--- src/rtl/mcyc_pkg.sv ---
package mcyc_pkg;

    localparam int OPC_W   = 4;
    localparam int ALUFN_W = 3;

    typedef enum logic [3:0] {
        ST_FETCH,
        ST_DECODE,
        ST_ADDR,
        ST_MEMRD,
        ST_LDWB,
        ST_MEMWR,
        ST_REXEC,
        ST_RDONE,
        ST_BRANCH,
        ST_JUMP,
        ST_IEXEC,
        ST_IDONE,
        ST_LINK,
        ST_HALT
    } state_e;

    typedef enum logic [2:0] {
        K_ARITH,
        K_IMM,
        K_LOAD,
        K_STORE,
        K_BRANCH,
        K_JUMP,
        K_CALL,
        K_STOP
    } kind_e;

    localparam logic [ALUFN_W-1:0] FN_ADD = 3'b000;
    localparam logic [ALUFN_W-1:0] FN_SUB = 3'b011;

    localparam logic [1:0] BSEL_REG  = 2'b00;
    localparam logic [1:0] BSEL_FOUR = 2'b01;
    localparam logic [1:0] BSEL_IMM  = 2'b10;

    localparam logic [1:0] PCSEL_ALU = 2'b00;
    localparam logic [1:0] PCSEL_TGT = 2'b01;
    localparam logic [1:0] PCSEL_JMP = 2'b10;

    typedef struct packed {
        logic               wr_dst_rd;
        logic               rf_we;
        logic               alu_a_sel;
        logic [1:0]         alu_b_sel;
        logic [ALUFN_W-1:0] alu_fn;
        logic               mem_we;
        logic               wb_from_mem;
        logic               mem_addr_sel;
        logic               ir_load;
        logic               pc_load;
        logic               pc_load_if_zero;
        logic [1:0]         pc_next_sel;
        logic               link_we;
    } ctrl_t;

    // Sort an operation code into the path it takes after decode.
    function automatic kind_e classify(input logic [OPC_W-1:0] op);
        kind_e k;
        unique case (op)
            4'b0000, 4'b0001, 4'b0010,
            4'b0011, 4'b0100, 4'b0101,
            4'b1110:                   k = K_ARITH;
            4'b1000, 4'b1001, 4'b1010: k = K_IMM;
            4'b0110:                   k = K_LOAD;
            4'b0111:                   k = K_STORE;
            4'b1011:                   k = K_BRANCH;
            4'b1100:                   k = K_STOP;
            4'b1101:                   k = K_JUMP;
            default:                   k = K_CALL;
        endcase
        return k;
    endfunction

endpackage

--- src/rtl/mcyc_op_class.sv ---
module mcyc_op_class
    import mcyc_pkg::*;
#(
    parameter int OP_W = OPC_W
) (
    input  logic [OP_W-1:0] opcode_i,
    output kind_e           kind_o
);
    always_comb begin
        kind_o = classify(opcode_i);
    end
endmodule

--- src/rtl/mcyc_next_state.sv ---
module mcyc_next_state
    import mcyc_pkg::*;
(
    input  state_e state_i,
    input  kind_e  kind_i,
    output state_e nxt_o
);
    always_comb begin
        nxt_o = ST_FETCH;
        unique case (state_i)
            ST_FETCH:  nxt_o = ST_DECODE;
            ST_DECODE: begin
                unique case (kind_i)
                    K_LOAD, K_STORE: nxt_o = ST_ADDR;
                    K_ARITH:         nxt_o = ST_REXEC;
                    K_IMM:           nxt_o = ST_IEXEC;
                    K_BRANCH:        nxt_o = ST_BRANCH;
                    K_JUMP:          nxt_o = ST_JUMP;
                    K_CALL:          nxt_o = ST_LINK;
                    default:         nxt_o = ST_HALT;
                endcase
            end
            ST_ADDR:   nxt_o = (kind_i == K_LOAD) ? ST_MEMRD : ST_MEMWR;
            ST_MEMRD:  nxt_o = ST_LDWB;
            ST_REXEC:  nxt_o = ST_RDONE;
            ST_IEXEC:  nxt_o = ST_IDONE;
            ST_LINK:   nxt_o = ST_JUMP;
            ST_HALT:   nxt_o = ST_HALT;
            default:   nxt_o = ST_FETCH;
        endcase
    end
endmodule

--- src/rtl/mcyc_state_reg.sv ---
module mcyc_state_reg
    import mcyc_pkg::*;
(
    input  logic   clk,
    input  logic   rst,
    input  state_e nxt_i,
    output state_e state_o
);
    always_ff @(posedge clk) begin
        if (rst) state_o <= ST_FETCH;
        else     state_o <= nxt_i;
    end

    // The stop state is left only through reset.
    assert_halt_sticky_R10: assert property (@(posedge clk) disable iff (rst)
        (state_o == ST_HALT) |=> (state_o == ST_HALT));

    assert_reset_lands_fetch_R1: assert property (@(posedge clk) disable iff (rst)
        $past(rst) |-> (state_o == ST_FETCH));
endmodule

--- src/rtl/mcyc_out_decode.sv ---
module mcyc_out_decode
    import mcyc_pkg::*;
#(
    parameter int FN_W = ALUFN_W
) (
    input  state_e          state_i,
    input  logic [FN_W-1:0] fn_bits_i,
    output ctrl_t           ctrl_o
);
    always_comb begin
        ctrl_o = '0;
        unique case (state_i)
            ST_FETCH: begin
                ctrl_o.alu_b_sel   = BSEL_FOUR;
                ctrl_o.alu_fn      = FN_ADD;
                ctrl_o.ir_load     = 1'b1;
                ctrl_o.pc_load     = 1'b1;
                ctrl_o.pc_next_sel = PCSEL_ALU;
            end
            ST_DECODE: begin
                ctrl_o.alu_b_sel = BSEL_IMM;
                ctrl_o.alu_fn    = FN_ADD;
            end
            ST_ADDR: begin
                ctrl_o.alu_a_sel = 1'b1;
                ctrl_o.alu_b_sel = BSEL_IMM;
                ctrl_o.alu_fn    = FN_ADD;
            end
            ST_MEMRD: ctrl_o.mem_addr_sel = 1'b1;
            ST_LDWB: begin
                ctrl_o.rf_we       = 1'b1;
                ctrl_o.wb_from_mem = 1'b1;
            end
            ST_MEMWR: begin
                ctrl_o.mem_addr_sel = 1'b1;
                ctrl_o.mem_we       = 1'b1;
            end
            ST_REXEC: begin
                ctrl_o.alu_a_sel = 1'b1;
                ctrl_o.alu_b_sel = BSEL_REG;
                ctrl_o.alu_fn    = fn_bits_i;
            end
            ST_RDONE: begin
                ctrl_o.wr_dst_rd = 1'b1;
                ctrl_o.rf_we     = 1'b1;
            end
            ST_IEXEC: begin
                ctrl_o.alu_a_sel = 1'b1;
                ctrl_o.alu_b_sel = BSEL_IMM;
                ctrl_o.alu_fn    = fn_bits_i;
            end
            ST_IDONE: ctrl_o.rf_we = 1'b1;
            ST_BRANCH: begin
                ctrl_o.alu_a_sel       = 1'b1;
                ctrl_o.alu_b_sel       = BSEL_REG;
                ctrl_o.alu_fn          = FN_SUB;
                ctrl_o.pc_load_if_zero = 1'b1;
                ctrl_o.pc_next_sel     = PCSEL_TGT;
            end
            ST_JUMP: begin
                ctrl_o.pc_load     = 1'b1;
                ctrl_o.pc_next_sel = PCSEL_JMP;
            end
            ST_LINK: begin
                ctrl_o.rf_we   = 1'b1;
                ctrl_o.link_we = 1'b1;
            end
            default: ctrl_o = '0;
        endcase
    end
endmodule

--- src/rtl/mcyc_ctrl.sv ---
module mcyc_ctrl
    import mcyc_pkg::*;
#(
    parameter int OP_W = OPC_W,
    parameter int FN_W = ALUFN_W
) (
    input  logic            clk,
    input  logic            rst,
    input  logic [OP_W-1:0] opcode,
    output logic            wr_dst_rd,
    output logic            rf_we,
    output logic            alu_a_sel,
    output logic [1:0]      alu_b_sel,
    output logic [FN_W-1:0] alu_fn,
    output logic            mem_we,
    output logic            wb_from_mem,
    output logic            mem_addr_sel,
    output logic            ir_load,
    output logic            pc_load,
    output logic            pc_load_if_zero,
    output logic [1:0]      pc_next_sel,
    output logic            link_we
);
    state_e state_q;
    state_e state_d;
    kind_e  kind;
    ctrl_t  ctrl;

    mcyc_op_class #(.OP_W(OP_W)) u_class (
        .opcode_i (opcode),
        .kind_o   (kind)
    );

    mcyc_next_state u_next (
        .state_i (state_q),
        .kind_i  (kind),
        .nxt_o   (state_d)
    );

    mcyc_state_reg u_state (
        .clk     (clk),
        .rst     (rst),
        .nxt_i   (state_d),
        .state_o (state_q)
    );

    mcyc_out_decode #(.FN_W(FN_W)) u_out (
        .state_i   (state_q),
        .fn_bits_i (opcode[FN_W-1:0]),
        .ctrl_o    (ctrl)
    );

    assign wr_dst_rd       = ctrl.wr_dst_rd;
    assign rf_we           = ctrl.rf_we;
    assign alu_a_sel       = ctrl.alu_a_sel;
    assign alu_b_sel       = ctrl.alu_b_sel;
    assign alu_fn          = ctrl.alu_fn;
    assign mem_we          = ctrl.mem_we;
    assign wb_from_mem     = ctrl.wb_from_mem;
    assign mem_addr_sel    = ctrl.mem_addr_sel;
    assign ir_load         = ctrl.ir_load;
    assign pc_load         = ctrl.pc_load;
    assign pc_load_if_zero = ctrl.pc_load_if_zero;
    assign pc_next_sel     = ctrl.pc_next_sel;
    assign link_we         = ctrl.link_we;

    // Port-level sequencing checks.
    assert_decode_quiet_R2: assert property (@(posedge clk) disable iff (rst)
        ir_load |=> (!ir_load && !pc_load && !rf_we && !mem_we && !pc_load_if_zero));

    assert_read_then_wb_R3: assert property (@(posedge clk) disable iff (rst)
        (mem_addr_sel && !mem_we) |=> (rf_we && wb_from_mem));

    assert_store_returns_R4: assert property (@(posedge clk) disable iff (rst)
        mem_we |=> ir_load);

    assert_branch_returns_R7: assert property (@(posedge clk) disable iff (rst)
        pc_load_if_zero |=> ir_load);

    assert_link_then_jump_R9: assert property (@(posedge clk) disable iff (rst)
        link_we |=> (pc_load && pc_next_sel == PCSEL_JMP && !ir_load));

    assert_write_excl_R11: assert property (@(posedge clk) disable iff (rst)
        $onehot0({ir_load, mem_we, rf_we}));
endmodule

--- config.mk ---
export PLATFORM = sky130hd
export DESIGN_NAME = mcyc_ctrl
export DESIGN_NICKNAME = d
export VERILOG_FILES = /design/src/rtl/mcyc_pkg.sv /design/src/rtl/mcyc_op_class.sv /design/src/rtl/mcyc_next_state.sv /design/src/rtl/mcyc_state_reg.sv /design/src/rtl/mcyc_out_decode.sv /design/src/rtl/mcyc_ctrl.sv
export SDC_FILE = /design/constraint.sdc
export NUM_CORES = 1
export LEC_CHECK = 0
export CELL_PAD_IN_SITES_DETAIL_PLACEMENT = 0
export CELL_PAD_IN_SITES_GLOBAL_PLACEMENT = 1
export CORE_MARGIN = 4
export CORE_UTILIZATION = 29
export DETAILED_ROUTE_END_ITERATION = 7
export PLACE_DENSITY_LB_ADDON = 0.1
export SYNTH_ARGS = -nofsm -noshare
export SYNTH_HDL_FRONTEND = slang
export SYNTH_SLANG_ARGS = --single-unit
--- constraint.sdc ---
create_clock -name clk -period 3.4 [get_ports clk]
set_input_delay 0.51 -clock clk [delete_from_list [all_inputs] [get_ports clk]]
set_output_delay 0.51 -clock clk [all_outputs]
set_load 0.005 [all_outputs]
==> out/results.tsv, run 1 <==
metric	value	unit
drc	0	
synth_seq_area_share	0.140	
largest_reg_flops	4	
hold_class	register to register	
htree_num_levels	1	
rsz0062_at_grt	false	
port_buffers	22	
critPathKind	register to output pin	
wl_per_cell	12.6	um
final_nets	117	
vias_per_cell	5.28	
dp_hpwl	1270	um
synthCells	88	
num_rows	15	
hold_end	u_state.state_o[0]$_SDFF_PP0_	
max_cap_violations	0	
outcome	finished clean	
vdd_ir_drop_max	0.316	mV
via_count	697	
gr-total-overflow	0	
clk_latency	0.23	ns
cts_buffer_depth	2	
hold_violations	0	
grt_usage	0.136	
worstMarginPinSlew	0.567	ns
utilization	0.451	
largest_registers	u_state.state_o (4)	
ff2ff_path_depth	4	
pin_count	23	
async_flop_share	0	
synth_area_per_cell	6.48	sq um
fmax	388	MHz
place.gp.congestion	0.796	
nFillCells	206	
grt_pass1_vias	690	
multi_input_area	447	sq um
grt_max_degree	18	
synth_edf_count	0	
synth.area.top_cells	dfxtp_1 (14%), nor2_1 (9.9%), a21oi_1 (7.0%)	
comb_power_share	0.652	
final_antenna_net_count	0	
yosysMostFrequentCell	nor2_1	
post_cts_buffers	0	
synth_area	571	sq um
cellPowerDensity	675	mW/mm^2
synthToLayoutAreaGrowth	42.3	%
clk_pin_slew	0.04	ns
power_frac_clock	0.110	
share_seq_of_total_power	0.238	
slew-limit-headroom	0.622	
slew_violations	0	
regMostFlops	u_state.state_o	
worstPathArrival	2.07	ns
swShare	0.434	
fin_skew	0.00313	ns
antenna_found_initial	0	
cts_tree	yes	
dpl_cell_area	790	sq um
cts_hold_buf	0	
fin_crit	2.58	ns
cts-resized-gates	0	
firstDrtPassIters	4	
regArea	80.1	sq um
synth.distinct_cells	35	
core-area	0.00180	sq mm
min_period_over_period	0.759	
tns	0	ns
die_h	52.4	um
root_buffer	clkbuf_4	
setup_viol	0	
wirelength	1660	um
r2r_end	u_state.state_o[3]$_SDFF_PP0_	
drive_gt1_frac	0.0561	
initial_core_util	0.317	
ys.flop_type	dfxtp_1	
grt_pass1_wl	2910	um
leakage	0.276	nW
holdPathStages	1	
ys_seq_elements	4	
crit_required	2.89	ns
die_w	52.4	um
yosysTopAreaCellShare	0.140	
p_int	310	uW
cp-start-kind	register	
die_area	0.00274	sq mm
drt_iter0_markers	12	
critPathMaxFanout	16	
critPathCaptureType	output pin	
synthTopCellsByCount	nor2_1 (15), a21oi_1 (8), nand2b_1 (6), o21ai_0 (6), nor3_1 (5)	
hold_start	u_state.state_o[0]$_SDFF_PP0_	
finalInstanceArea	812	sq um
yosys.area.top_type	dfxtp_1	
syn_nets	96	
p_sw	238	uW
p_total	548	uW
r2r_slack	1.82	ns
reg2reg_from	u_state.state_o[2]$_SDFF_PP0_	
cts-buffers-inserted	3	
antenna_cells	0	
cts_sinks	4	
ys_warn_count	0	
[cell type report]
class | instances | area share
Clock buffer | 3 | 0.0277
Inverter | 3 | 0.0139
Multi-Input combinational cell | 75 | 0.550
Sequential cell | 4 | 0.0986
Timing Repair Buffer | 22 | 0.271
Tap cell | 25 | 0.0385
[worst max-delay path, stage by stage (launching register included)]
cell	delay [ns]
dfxtp_1	0.64
nand2b_1	0.21
o21ai_0	0.26
o21ai_1	0.11
nor2_1	0.10
clkdlybuf4s50_1	0.51
[power by group through the flow]
| stage | registers [mW] | logic [mW] | clock network, mW |
|---|---|---|---|
| final | 0.131 | 0.357 | 0.0602 |
| after global routing | 0.139 | 0.400 | 0.0637 |
| after CTS | 0.129 | 0.362 | 0.0635 |
| after detailed placement | 0.130 | 0.360 | 0 |
| after global placement | 0.131 | 0.364 | 0 |
| after floorplan | 0.0776 | 0.238 | 0 |
[placed cells by master, fill, tap and decap left out]
| cell type | count |
|---|---|
| clkdlybuf4s50_1 | 22 |
| nor2_1 | 15 |
| a21oi_1 | 8 |
| nand2b_1 | 6 |
| o21ai_0 | 6 |
| nor3_1 | 5 |
| nand2_1 | 4 |
| dfxtp_1 | 4 |
| inv_1 | 3 |
| o21ai_1 | 3 |
| clkbuf_4 | 3 |
| nor4_1 | 2 |
| o2111ai_1 | 2 |
| and2_1 | 2 |
| nand3_1 | 2 |
| ha_1 | 2 |
| or2b_4 | 1 |
| and2b_1 | 1 |
| nand2b_2 | 1 |
| or2_1 | 1 |
| xnor2_1 | 1 |
| nor3b_1 | 1 |
| o22a_1 | 1 |
| nor2b_1 | 1 |
| nand3b_1 | 1 |
| a311o_1 | 1 |
| nand4bb_1 | 1 |
| a31oi_1 | 1 |
| o22ai_1 | 1 |
| mux2_1 | 1 |
| a22oi_1 | 1 |
| nand4_1 | 1 |
| and4_1 | 1 |
| nor3_2 | 1 |
[stage by stage]
step                      setup WS (ns)  cells  hold WS (ns)
after CTS                         0.835    132         0.715
final                             0.821    132         0.709
after global routing              0.613    132         0.793
after detailed placement           1.03    129         0.704
after global placement             1.03    129         0.739
after floorplan                    1.77     88         0.597
[worst max-delay path by stage]
| stage | to | from | slack, ns | cells after the start |
|---|---|---|---|---|
| 2_1_floorplan | u_state.state_o[3]$_SDFF_PP0_ | opcode[0] | 1.77 | 5 |
| 3_3_place_gp | u_state.state_o[3]$_SDFF_PP0_ | opcode[1] | 1.03 | 6 |
| 5_1_grt | alu_fn[0] | u_state.state_o[1]$_SDFF_PP0_ | 0.61 | 5 |
| 6_report | alu_fn[0] | u_state.state_o[1]$_SDFF_PP0_ | 0.82 | 5 |
| 4_1_cts | alu_fn[0] | u_state.state_o[1]$_SDFF_PP0_ | 0.83 | 5 |
| 3_5_place_dp | u_state.state_o[3]$_SDFF_PP0_ | opcode[1] | 1.03 | 6 |
[cell families (layout without fill, tap and decap cells)]
kind of cell,Yosys count,in the layout,synth area share
simple gates,47,47,0.456
compound gates,24,24,0.248
buf+inv,9,28,0.0768
flops,4,4,0.140
fa+ha+maj,2,2,0.0439
xor+xnor,1,1,0.0154
mux,1,1,0.0197
[layer usage]
metal	routed length [um]	track usage	vias to the layer above
met5	0	0	-
met4	0	0.0723	0
met3	72	0.00570	0
met2	818	0.215	18
met1	771	0.183	322
li1	-	-	357
Power figures use the tool's default switching activity.
==> inputs of run 2 (changes only) <==
--- a/config.mk
+++ b/config.mk
@@ -8,7 +8,7 @@
 export CELL_PAD_IN_SITES_DETAIL_PLACEMENT = 0
 export CELL_PAD_IN_SITES_GLOBAL_PLACEMENT = 1
 export CORE_MARGIN = 4
-export CORE_UTILIZATION = 29
+export CORE_UTILIZATION = 28
 export DETAILED_ROUTE_END_ITERATION = 7
 export PLACE_DENSITY_LB_ADDON = 0.1
 export SYNTH_ARGS = -nofsm -noshare
==> constraint.sdc (replaced) <==
create_clock -name clk -period 2.45 [get_ports clk]
set_input_delay 0.3675 -clock clk [delete_from_list [all_inputs] [get_ports clk]]
set_output_delay 0.3675 -clock clk [all_outputs]
set_load 0.005 [all_outputs]
==> run 2 against run 1 <==
Final cell count rose by 4.5%. Combinational power rose by 53%. Register-to-register slack got worse by 0.74 ns. Global-route usage rose by 0.45 points. Setup slack got worse by 0.63 ns. Clock skew fell by 0.0010 ns. Power rose by 45%. Utilization fell by 1.4 points. Cell area rose by 4.3%. Die area rose by 3.0%. Critical path type unchanged. Largest power group unchanged.
==> out/results.tsv, run 2 (same netlist as run 1, synthesis figures left out) <==
metric	value	unit	change
regMostFlops	u_state.state_o		
slew_violations	0		unchanged
crit_required	2.08	ns	-0.81 ns
critPathKind	register to output pin		
largest_reg_flops	4		unchanged
final_nets	121		+3.4%
cts_buffer_depth	2		unchanged
outcome	finished clean		
critPathMaxFanout	9		-7
tns	0	ns	unchanged
mostFrequentLayoutCells	clkdlybuf4s50_1 (22), nor2_1 (15), a21oi_1 (8)		
hold_ws	0.602	ns	-0.106 ns
grt_pass1_wl	2870	um	-1.4%
hold_violations	0		unchanged
clk_pin_slew	0.04	ns	about the same
top_layer	met4		
r2r_slack	1.08	ns	-0.74 ns
layout_commonest_cell	clkdlybuf4s50_1		
grt_usage	0.140		+0.00454
dp_slack	0.248	ns	-0.779 ns
wl_per_cell	12.7	um	+1.1%
final_antenna_net_count	0		unchanged
wirelength	1760	um	+5.7%
hold_class	register to register		
grt_max_degree	17		-1
setup_viol	0		unchanged
port_buffers	22		unchanged
worstMarginPinSlew	0.291	ns	-0.276 ns
p_total	794	uW	+45%
dpl_cell_area	822	sq um	+4.1%
clk_latency	0.23	ns	about the same
post_cts_buffers	0		unchanged
cp-start-kind	register		
vias_per_cell	5.12		-3.1%
firstDrtPassIters	5		+1
worstPathArrival	1.90	ns	-0.17 ns
die_w	53.1	um	+1.5%
fin_crit	2.26	ns	
antenna_cells	0		unchanged
drive_gt1_frac	0.108		+0.0520
place.gp.congestion	0.821		+3.2%
largest_registers	u_state.state_o (4)		
m1WireLength	754	um	-2.2%
power_frac_clock	0.102		-0.008
critPathCaptureType	output pin		
leakage	0.297	nW	+7.6%
root_buffer	clkbuf_4		
drc	0		unchanged
wl_met2	852	um	+4.2%
htree_num_levels	1		unchanged
pin_count	23		unchanged
dp_hpwl	1390	um	+10%
fmax	442	MHz	
cellPowerDensity	937	mW/mm^2	+39%
initial_core_util	0.294		-0.0229
cts_sinks	4		unchanged
p_int	458	uW	+48%
gr-total-overflow	0		unchanged
synthToLayoutAreaGrowth	48.5	%	
wl_met3	106	um	+47%
utilization	0.436		-0.0145
p_sw	336	uW	+41%
via_count	706		+1.3%
antenna_found_initial	0		unchanged
max_cap_violations	0		unchanged
die_h	53.1	um	+1.5%
comb_power_share	0.689		+0.037
post-place-cells	135		+4.7%
setup_slack	0.186	ns	-0.635 ns
num_rows	16		+1
swShare	0.423		-0.0108
slew-limit-headroom	0.804		+0.182
post_layout_nonfiller_instances	138		+4.5%
die_area	0.00282	sq mm	+3.0%
drt_iter0_markers	13		+1
finalInstanceArea	847	sq um	+4.3%
fin_skew	0.00213	ns	-0.00100 ns
share_seq_of_total_power	0.210		-0.028
min_period_over_period	0.924		
rsz0062_at_grt	false		
grt_pass1_vias	626		-9.3%
core-area	0.00194	sq mm	+7.8%
nFillCells	235		+14%
cts_tree	yes		
cts-buffers-inserted	3		unchanged
cts_hold_buf	0		unchanged
vdd_ir_drop_max	0.384	mV	+21%
==> run 2: final timing paths <==
| path | start | cells past startpoint | end |
|---|---|---|---|
| setup reg to reg | u_state.state_o[3]$_SDFF_PP0_ | 4 | u_state.state_o[3]$_SDFF_PP0_ |
| hold / removal | u_state.state_o[2]$_SDFF_PP0_ | 2 | u_state.state_o[0]$_SDFF_PP0_ |
| hold reg to reg | u_state.state_o[2]$_SDFF_PP0_ | 2 | u_state.state_o[0]$_SDFF_PP0_ |
| setup / recovery | u_state.state_o[3]$_SDFF_PP0_ | 5 | alu_fn[1] |
==> run 2: final cells by class <==
type | instances | area [sq um] | share of cell area
multi-input combinational | 75 | 447 | 0.527
tap | 27 | 33.8 | 0.0399
inverter | 3 | 11.3 | 0.0133
timing repair buffer | 26 | 250 | 0.295
sequential | 4 | 82.6 | 0.0975
clock buffer | 3 | 22.5 | 0.0266
==> run 2: metal layers <==
metal | up-vias | GRT usage
met2 | 19 | 0.227
met1 | 322 | 0.173
li1 | 361 | -
met3 | 4 | 0.0254
met4 | 0 | 0.0766
met5 | - | 0
==> run 2: critical path, stage by stage (launching register included) <==
cell and delay, ns:
dfxtp_1 0.46, or2b_4 0.35, o21ai_0 0.14, a21oi_1 0.12
nor2_1 0.09, clkdlybuf4s50_1 0.51
==> run 2: timing repair <==
action / in CTS / in global routing
endpoints found under the setup margin: 0 / 3
gates resized for setup: 0 / 2
hold endpoints to repair: 0 / 0
==> run 2: power by group through the flow <==
stage	Sequential, mW	Combinational (mW)	Clock (mW)
finish	0.166	0.547	0.0807
global route	0.177	0.605	0.0891
CTS	0.164	0.553	0.0841
detailed placement	0.168	0.552	0
global placement	0.165	0.549	0
floorplan	0.108	0.330	0
==> inputs of run 3 (changes only) <==
--- a/config.mk
+++ b/config.mk
@@ -11,6 +11,7 @@
 export CORE_UTILIZATION = 28
 export DETAILED_ROUTE_END_ITERATION = 7
 export PLACE_DENSITY_LB_ADDON = 0.1
+export SLEW_MARGIN = 5
 export SYNTH_ARGS = -nofsm -noshare
 export SYNTH_HDL_FRONTEND = slang
 export SYNTH_SLANG_ARGS = --single-unit
==> results of run 3 <==
Same layout as run 2: the final DEF is identical, and so are final timing and power.
